--- src/rtl/bus_rel_pkg.sv ---
package bus_rel_pkg;
  typedef enum logic [1:0] {
    ST_RUN    = 2'd0,
    ST_STALL  = 2'd1,
    ST_HALT   = 2'd2,
    ST_BEBACK = 2'd3
  } brs_state_t;
endpackage

--- src/rtl/phi2_edge_det.sv ---
module phi2_edge_det #(
  parameter int SYNC_STAGES = 2
) (
  input  logic clk,
  input  logic rst_n,
  input  logic phi2,
  output logic rise_evt,
  output logic fall_evt
);
  localparam int W = SYNC_STAGES + 1;

  logic [W-1:0] shreg_q;
  logic [W-1:0] shreg_d;

  always_comb begin
    shreg_d = {shreg_q[W-2:0], phi2};
  end

  always_ff @(posedge clk or negedge rst_n) begin
    if (!rst_n) shreg_q <= '0;
    else        shreg_q <= shreg_d;
  end

  // newest synchronised sample against the one before it
  assign rise_evt = shreg_q[W-2] & ~shreg_q[W-1];
  assign fall_evt = ~shreg_q[W-2] & shreg_q[W-1];

  a_r10_edges_exclusive: assert property (@(posedge clk) disable iff (!rst_n)
    !(rise_evt && fall_evt));
endmodule

--- src/rtl/rdy_stall_gate.sv ---
module rdy_stall_gate (
  input  logic clk,
  input  logic rst_n,
  input  logic rdy,
  input  logic cpu_rw,
  input  logic rdy_mode,
  output logic stall
);
  logic hold_write;

  // the read-and-write mode also holds write cycles
  assign hold_write = rdy_mode;
  assign stall      = ~rdy & (cpu_rw | hold_write);

  a_r3_write_passes: assert property (@(posedge clk) disable iff (!rst_n)
    (!rdy_mode && !cpu_rw) |-> !stall);
  a_r4_write_held: assert property (@(posedge clk) disable iff (!rst_n)
    (rdy_mode && !rdy) |-> stall);
endmodule

--- src/rtl/bus_rel_fsm.sv ---
module bus_rel_fsm
  import bus_rel_pkg::*;
(
  input  logic clk,
  input  logic rst_n,
  input  logic rise_evt,
  input  logic fall_evt,
  input  logic halt_req,
  input  logic paused,
  output logic rdy,
  output logic be,
  output logic grant
);
  brs_state_t st_q, st_d;
  logic rdy_q, rdy_d;
  logic be_q, be_d;
  logic grant_q, grant_d;

  always_comb begin
    st_d = st_q;
    unique case (st_q)
      ST_RUN:    if (rise_evt && halt_req)            st_d = ST_STALL;
      ST_STALL: begin
        if (fall_evt && halt_req && paused)           st_d = ST_HALT;
        else if (rise_evt && !halt_req)               st_d = ST_RUN;
      end
      ST_HALT:   if (fall_evt && !halt_req)           st_d = ST_BEBACK;
      ST_BEBACK: if (rise_evt)                        st_d = ST_RUN;
      default:                                        st_d = ST_RUN;
    endcase
    rdy_d   = (st_d == ST_RUN);
    be_d    = (st_d != ST_HALT);
    grant_d = (st_d == ST_HALT);
  end

  always_ff @(posedge clk or negedge rst_n) begin
    if (!rst_n) begin
      st_q    <= ST_RUN;
      rdy_q   <= 1'b1;
      be_q    <= 1'b1;
      grant_q <= 1'b0;
    end else begin
      st_q    <= st_d;
      rdy_q   <= rdy_d;
      be_q    <= be_d;
      grant_q <= grant_d;
    end
  end

  assign rdy   = rdy_q;
  assign be    = be_q;
  assign grant = grant_q;

  a_r2_rdy_falls_on_rise: assert property (@(posedge clk) disable iff (!rst_n)
    $fell(rdy_q) |-> $past(rise_evt));
  a_r5_be_falls_when_paused: assert property (@(posedge clk) disable iff (!rst_n)
    $fell(be_q) |-> ($past(fall_evt) && !$past(rdy_q) && $past(paused)));
  a_r6_grant_only_be_low: assert property (@(posedge clk) disable iff (!rst_n)
    grant_q |-> !be_q);
  a_r7_be_before_rdy: assert property (@(posedge clk) disable iff (!rst_n)
    $rose(rdy_q) |-> (be_q && $past(be_q) && $past(rise_evt)));
  a_r7_be_back_on_fall: assert property (@(posedge clk) disable iff (!rst_n)
    $rose(be_q) |-> $past(fall_evt));
  a_r10_change_on_edge: assert property (@(posedge clk) disable iff (!rst_n)
    (!$stable(rdy_q) || !$stable(be_q)) |-> $past(rise_evt || fall_evt));
endmodule

--- src/rtl/bus_release_seq.sv ---
module bus_release_seq #(
  parameter int ADDR_W      = 16,
  parameter int DATA_W      = 8,
  parameter int SYNC_STAGES = 2
) (
  input  logic              clk,
  input  logic              rst_n,
  input  logic              phi2,
  input  logic              cpu_rw,
  input  logic              halt_req,
  input  logic              rdy_mode,
  output logic              rdy,
  output logic              stall,
  output logic              be,
  output logic              grant,
  output logic [ADDR_W-1:0] addr_oe,
  output logic [DATA_W-1:0] data_oe,
  output logic              rw_oe
);
  logic [1:0] rst_sync_q;
  logic       rst_core_n;
  logic       rise_evt, fall_evt;

  // asserted asynchronously, released on clk
  always_ff @(posedge clk or negedge rst_n) begin
    if (!rst_n) rst_sync_q <= 2'b00;
    else        rst_sync_q <= {rst_sync_q[0], 1'b1};
  end
  assign rst_core_n = rst_sync_q[1];

  phi2_edge_det #(.SYNC_STAGES(SYNC_STAGES)) u_edge (
    .clk      (clk),
    .rst_n    (rst_core_n),
    .phi2     (phi2),
    .rise_evt (rise_evt),
    .fall_evt (fall_evt)
  );

  rdy_stall_gate u_gate (
    .clk      (clk),
    .rst_n    (rst_core_n),
    .rdy      (rdy),
    .cpu_rw   (cpu_rw),
    .rdy_mode (rdy_mode),
    .stall    (stall)
  );

  bus_rel_fsm u_fsm (
    .clk      (clk),
    .rst_n    (rst_core_n),
    .rise_evt (rise_evt),
    .fall_evt (fall_evt),
    .halt_req (halt_req),
    .paused   (stall),
    .rdy      (rdy),
    .be       (be),
    .grant    (grant)
  );

  for (genvar i = 0; i < ADDR_W; i++) begin : g_addr_oe
    assign addr_oe[i] = be;
  end
  for (genvar j = 0; j < DATA_W; j++) begin : g_data_oe
    assign data_oe[j] = be;
  end
  assign rw_oe = be;
endmodule

--- config.mk ---
export PLATFORM = sky130hd
export DESIGN_NAME = bus_release_seq
export DESIGN_NICKNAME = d
export VERILOG_FILES = /design/src/rtl/bus_rel_pkg.sv /design/src/rtl/phi2_edge_det.sv /design/src/rtl/rdy_stall_gate.sv /design/src/rtl/bus_rel_fsm.sv /design/src/rtl/bus_release_seq.sv
export SDC_FILE = /design/constraint.sdc
export NUM_CORES = 1
export LEC_CHECK = 0
export BUFFER_PORTS_ARGS = -buffer_cell sky130_fd_sc_hd__buf_4
export CAP_MARGIN = 20
export CORE_MARGIN = 4
export CORE_UTILIZATION = 41
export CTS_CLUSTER_DIAMETER = 80
export DETAILED_ROUTE_END_ITERATION = 8
export GPL_ROUTABILITY_DRIVEN = 0
export MAX_ROUTING_LAYER = met4
export PLACE_DENSITY = 0.79
export SLEW_MARGIN = 20
export SYNTH_ARGS = -nofsm -noshare
export SYNTH_HDL_FRONTEND = slang
export SYNTH_SLANG_ARGS = --single-unit
export TNS_END_PERCENT = 30
--- constraint.sdc ---
create_clock -name clk -period 1.1 [get_ports clk]
set_input_delay 0.11 -clock clk [delete_from_list [all_inputs] [get_ports clk]]
set_output_delay 0.11 -clock clk [all_outputs]
set_load 0.01 [all_outputs]
==> key figures <==
Routing
  • DR pass1 iterations: 3
  • Drc violations: 0
  • Vias/cell: 4.67
  • Initial DRC Count: 3
  • Final ANT Viol Nets: 0
  • DR vias: 420
  • Routed length per instance: approximately 12 µm
  • Routed WL: around 1100 µm

Cells and area
  • Area of the multi-input gates: between 150 and 200 µm²
  • Number of diodes: 0
  • Area grow syn2layout: 35.3%
  • Fin cells: 90
  • Fillers: approximately 110
  • Net count, final: 83
  • Design area: ~790 µm²
  • Register area: approximately 260 µm²
  • Layout cells sized above 1: 61.3%

Floorplanning
  • CORE AREA: approximately 0.0013 mm²
  • Die area: 0.00209 mm²
  • Die height: around 46 µm
  • Initial Utilization: approximately 44%
  • Cell row count: 13
  • Chip width: ~46 µm
  • Top Ports: 35

Pwr
  • Worst VDD drop: 970 µV
  • Share of total power in the clock network: ~14%
  • Flop pwr share: 30.9%
  • Pleak: around 0.00038 µW
  • Fraction of power spent switching nets: between 30% and 40%
  • Cell-internal power: roughly 1100 µW
  • Combinational power share: between 50% and 60%
  • Switching Power: about 570 µW
  • Pwr dens: about 2100 mW/mm²

Worst setup path
  • CP Max Fanout: 13
  • CP max stage cell: dfstp_4
  • Max incr delay on CP: ~0.64 ns
  • Worst Setup EP: data_oe[6]
  • RR Endpoint: u_fsm.st_q[1]$_DFF_PN0_
  • R2R Path Start: u_fsm.rdy$_DFF_PN1_
  • Startpoint types: flop
  • Crit path DAT: between 1 and 1.5 ns
  • CP startpoint: u_fsm.be$_DFF_PN1_
  • Worst Setup End Kind: primary output
  • WS Path Type: flop to primary output
  • Register-to-Register Path Depth: 4
  • Crit-path cells: buf_8 > buf_4
  • Worst Path Required: 0.99 ns
  • Flop2flop setup slack: around 0.01 ns

Synth
  • Sequential area share after synthesis: 43.4%
  • Ys flop type: dfrtp_1
  • EDFF count, synth: 0
  • Syn Std Cell Area: 582 µm²
  • Yosys warning count: 0
  • Cell accounting for the most synthesized area: dfrtp_1
  • Synth Net Count: 63
  • Synth top area cells: dfrtp_1 34%, buf_4 32%, dfstp_2 9.0%, nand2b_1 2.2%, nand2_1 1.9%
  • Asr flop ratio synth: between 90% and 100%
  • Netlist cell types: 20
  • Syn avg cell area: 10.2 µm²
  • Register bit count reported by yosys: 10
  • Synth Instances: 57
  • Area share of the largest cell type after synthesis: between 30% and 40%

Min path
  • Hold Path Class: flop to async pin

Timing
  • Final Hold Vio Count: 0
  • Clk_skew: between 0.0004 and 0.0005 ns
  • Fin crit share: 114%
  • Final TNS setup: -4.09 ns
  • Fmax: 794 MHz
  • Worst setup margin: -0.159 ns
  • Final Max Tran Viols: 0
  • RSZ-0062 raised after global routing: true
  • Tmin final: 1.26 ns
  • Final setup viols: 27

Status
  • Status: finished, violations left
  • Failing checks: setup timing

Global routing
  • Tot GR Track Use: roughly an eighth
  • Grt ovf: 0
  • Vias in the first global route: roughly 380
  • Initial antenna violation count: 0
  • First-pass GRT wire length: 1640 µm
  • Largest net degree at the start of global routing: 14

Clocking
  • CTS Root Cell: clkbuf_4
  • H-tree lvl count: 1
  • CTS buffer count: 3
  • Clock Sinks: 10
  • CTS tree: yes
  • Later-pin clock latency in the skew report: between 0.2 and 0.3 ns
  • Reg clk slew, reported paths: 0.06 ns
  • Clock buffer depth: 2

Place
  • Port Buffer Count: 34
  • Worst slack, placed: about 0.0055 ns
  • DP Area: 702 µm²
  • # placed instances: 83
  • Dpl hpwl: between 800 and 900 µm

Flow run
  • Max-Cap Viols: 0
## area by class of cell
cell class	instances	area share [%]
repair buffers	40	41.8
flip-flops and latches	10	32.6
multi-input cells	20	19.4
clock buffers	3	2.86
well taps	15	2.38
inverters	2	0.954
## worst min path at each step
| stage | end | slack (ns) | depth (start not counted) |
|---|---|---|---|
| global route | rst_sync_q[0]$_DFF_PN0_ | 0.15 | 2 |
| global placement | rst_sync_q[0]$_DFF_PN0_ | -0.11 | 1 |
| detailed placement | rst_sync_q[1]$_DFF_PN0_ | -0.11 | 1 |
| finish | u_edge.shreg_q[2]$_DFF_PN0_ | 0.13 | 0 |
| CTS | u_edge.shreg_q[2]$_DFF_PN0_ | 0.14 | 0 |
| floorplan | rst_sync_q[0]$_DFF_PN0_ | -0.19 | 0 |
## through the flow
step                utilization [%]  hold WS [ns]  total power [µW]
floorplan                         -        -0.186              1180
global placement               53.3        -0.107              1320
detailed placement             53.3        -0.107              1340
CTS                            59.7         0.136              1690
global route                   59.7         0.154              1770
finish                         59.7         0.126              1660
## sequential cells by signal, summed over array words and instances, names as in the netlist
signal / flops
rst_sync_q: 2
u_edge.shreg_q: 3
u_fsm.be: 1
u_fsm.grant: 1
u_fsm.rdy: 1
u_fsm.st_q: 2
## worst max-delay path, delay by kind of cell (launching register included)
kind                   cells  cell delay [ns]
DFF                        1             0.64
buffers and inverters      2             0.25
## Yosys cell counts (all sizes together) (2+ instances only)
cell,n
buf,25
dfrtp,8
dfstp,2
inv,2
nand2,3
nand2b,2
o21ai,2
## power by group through the flow
| stage | logic (µW) | registers (µW) | clock network, µW |
|---|---|---|---|
| after floorplan | 620 | 555 | 0 |
| after global placement | 771 | 548 | 0 |
| after detailed placement | 778 | 557 | 0 |
| after CTS | 925 | 509 | 251 |
| after global routing | 978 | 522 | 269 |
| final | 910 | 512 | 234 |
## layer usage
metal  part of all wire (%)  wire (µm)  up-vias  track usage, %
met2                     43        469       30            18.1
met3                     19        200        4            4.74
met1                     36        384      184            11.9
li1                       -          -      202               -
met5                      0          0        -               -
met4                    2.4         26        0            8.77
## cells in the final DEF (no fill, tap or decap), types with 2 or more instances in the layout
cell type	instances
buf_4	35
dfrtp_1	8
nand2_1	3
clkbuf_4	3
nand2b_1	2
dlygate4sd3_1	2
## logic make-up after synthesis
family	after synthesis	share of synthesized area, %
AND/OR/NAND/NOR	8	7.74
flip-flops	10	43.4
buffers and inverters	27	33.5
other	1	0.645
AO/OA/AOI/OAI	11	14.6
## timing repair
action | 4_1_cts | 5_1_grt
setup buffers | 2 | 0
hold endpoints to repair | 3 | 0
hold buffers | 2 | 0
endpoints found under the setup margin | 28 | 31
cloned | 0 | 0
pin swaps | 1 | 2
resized for setup | 4 | 1
Power figures use the tool's default switching activity.
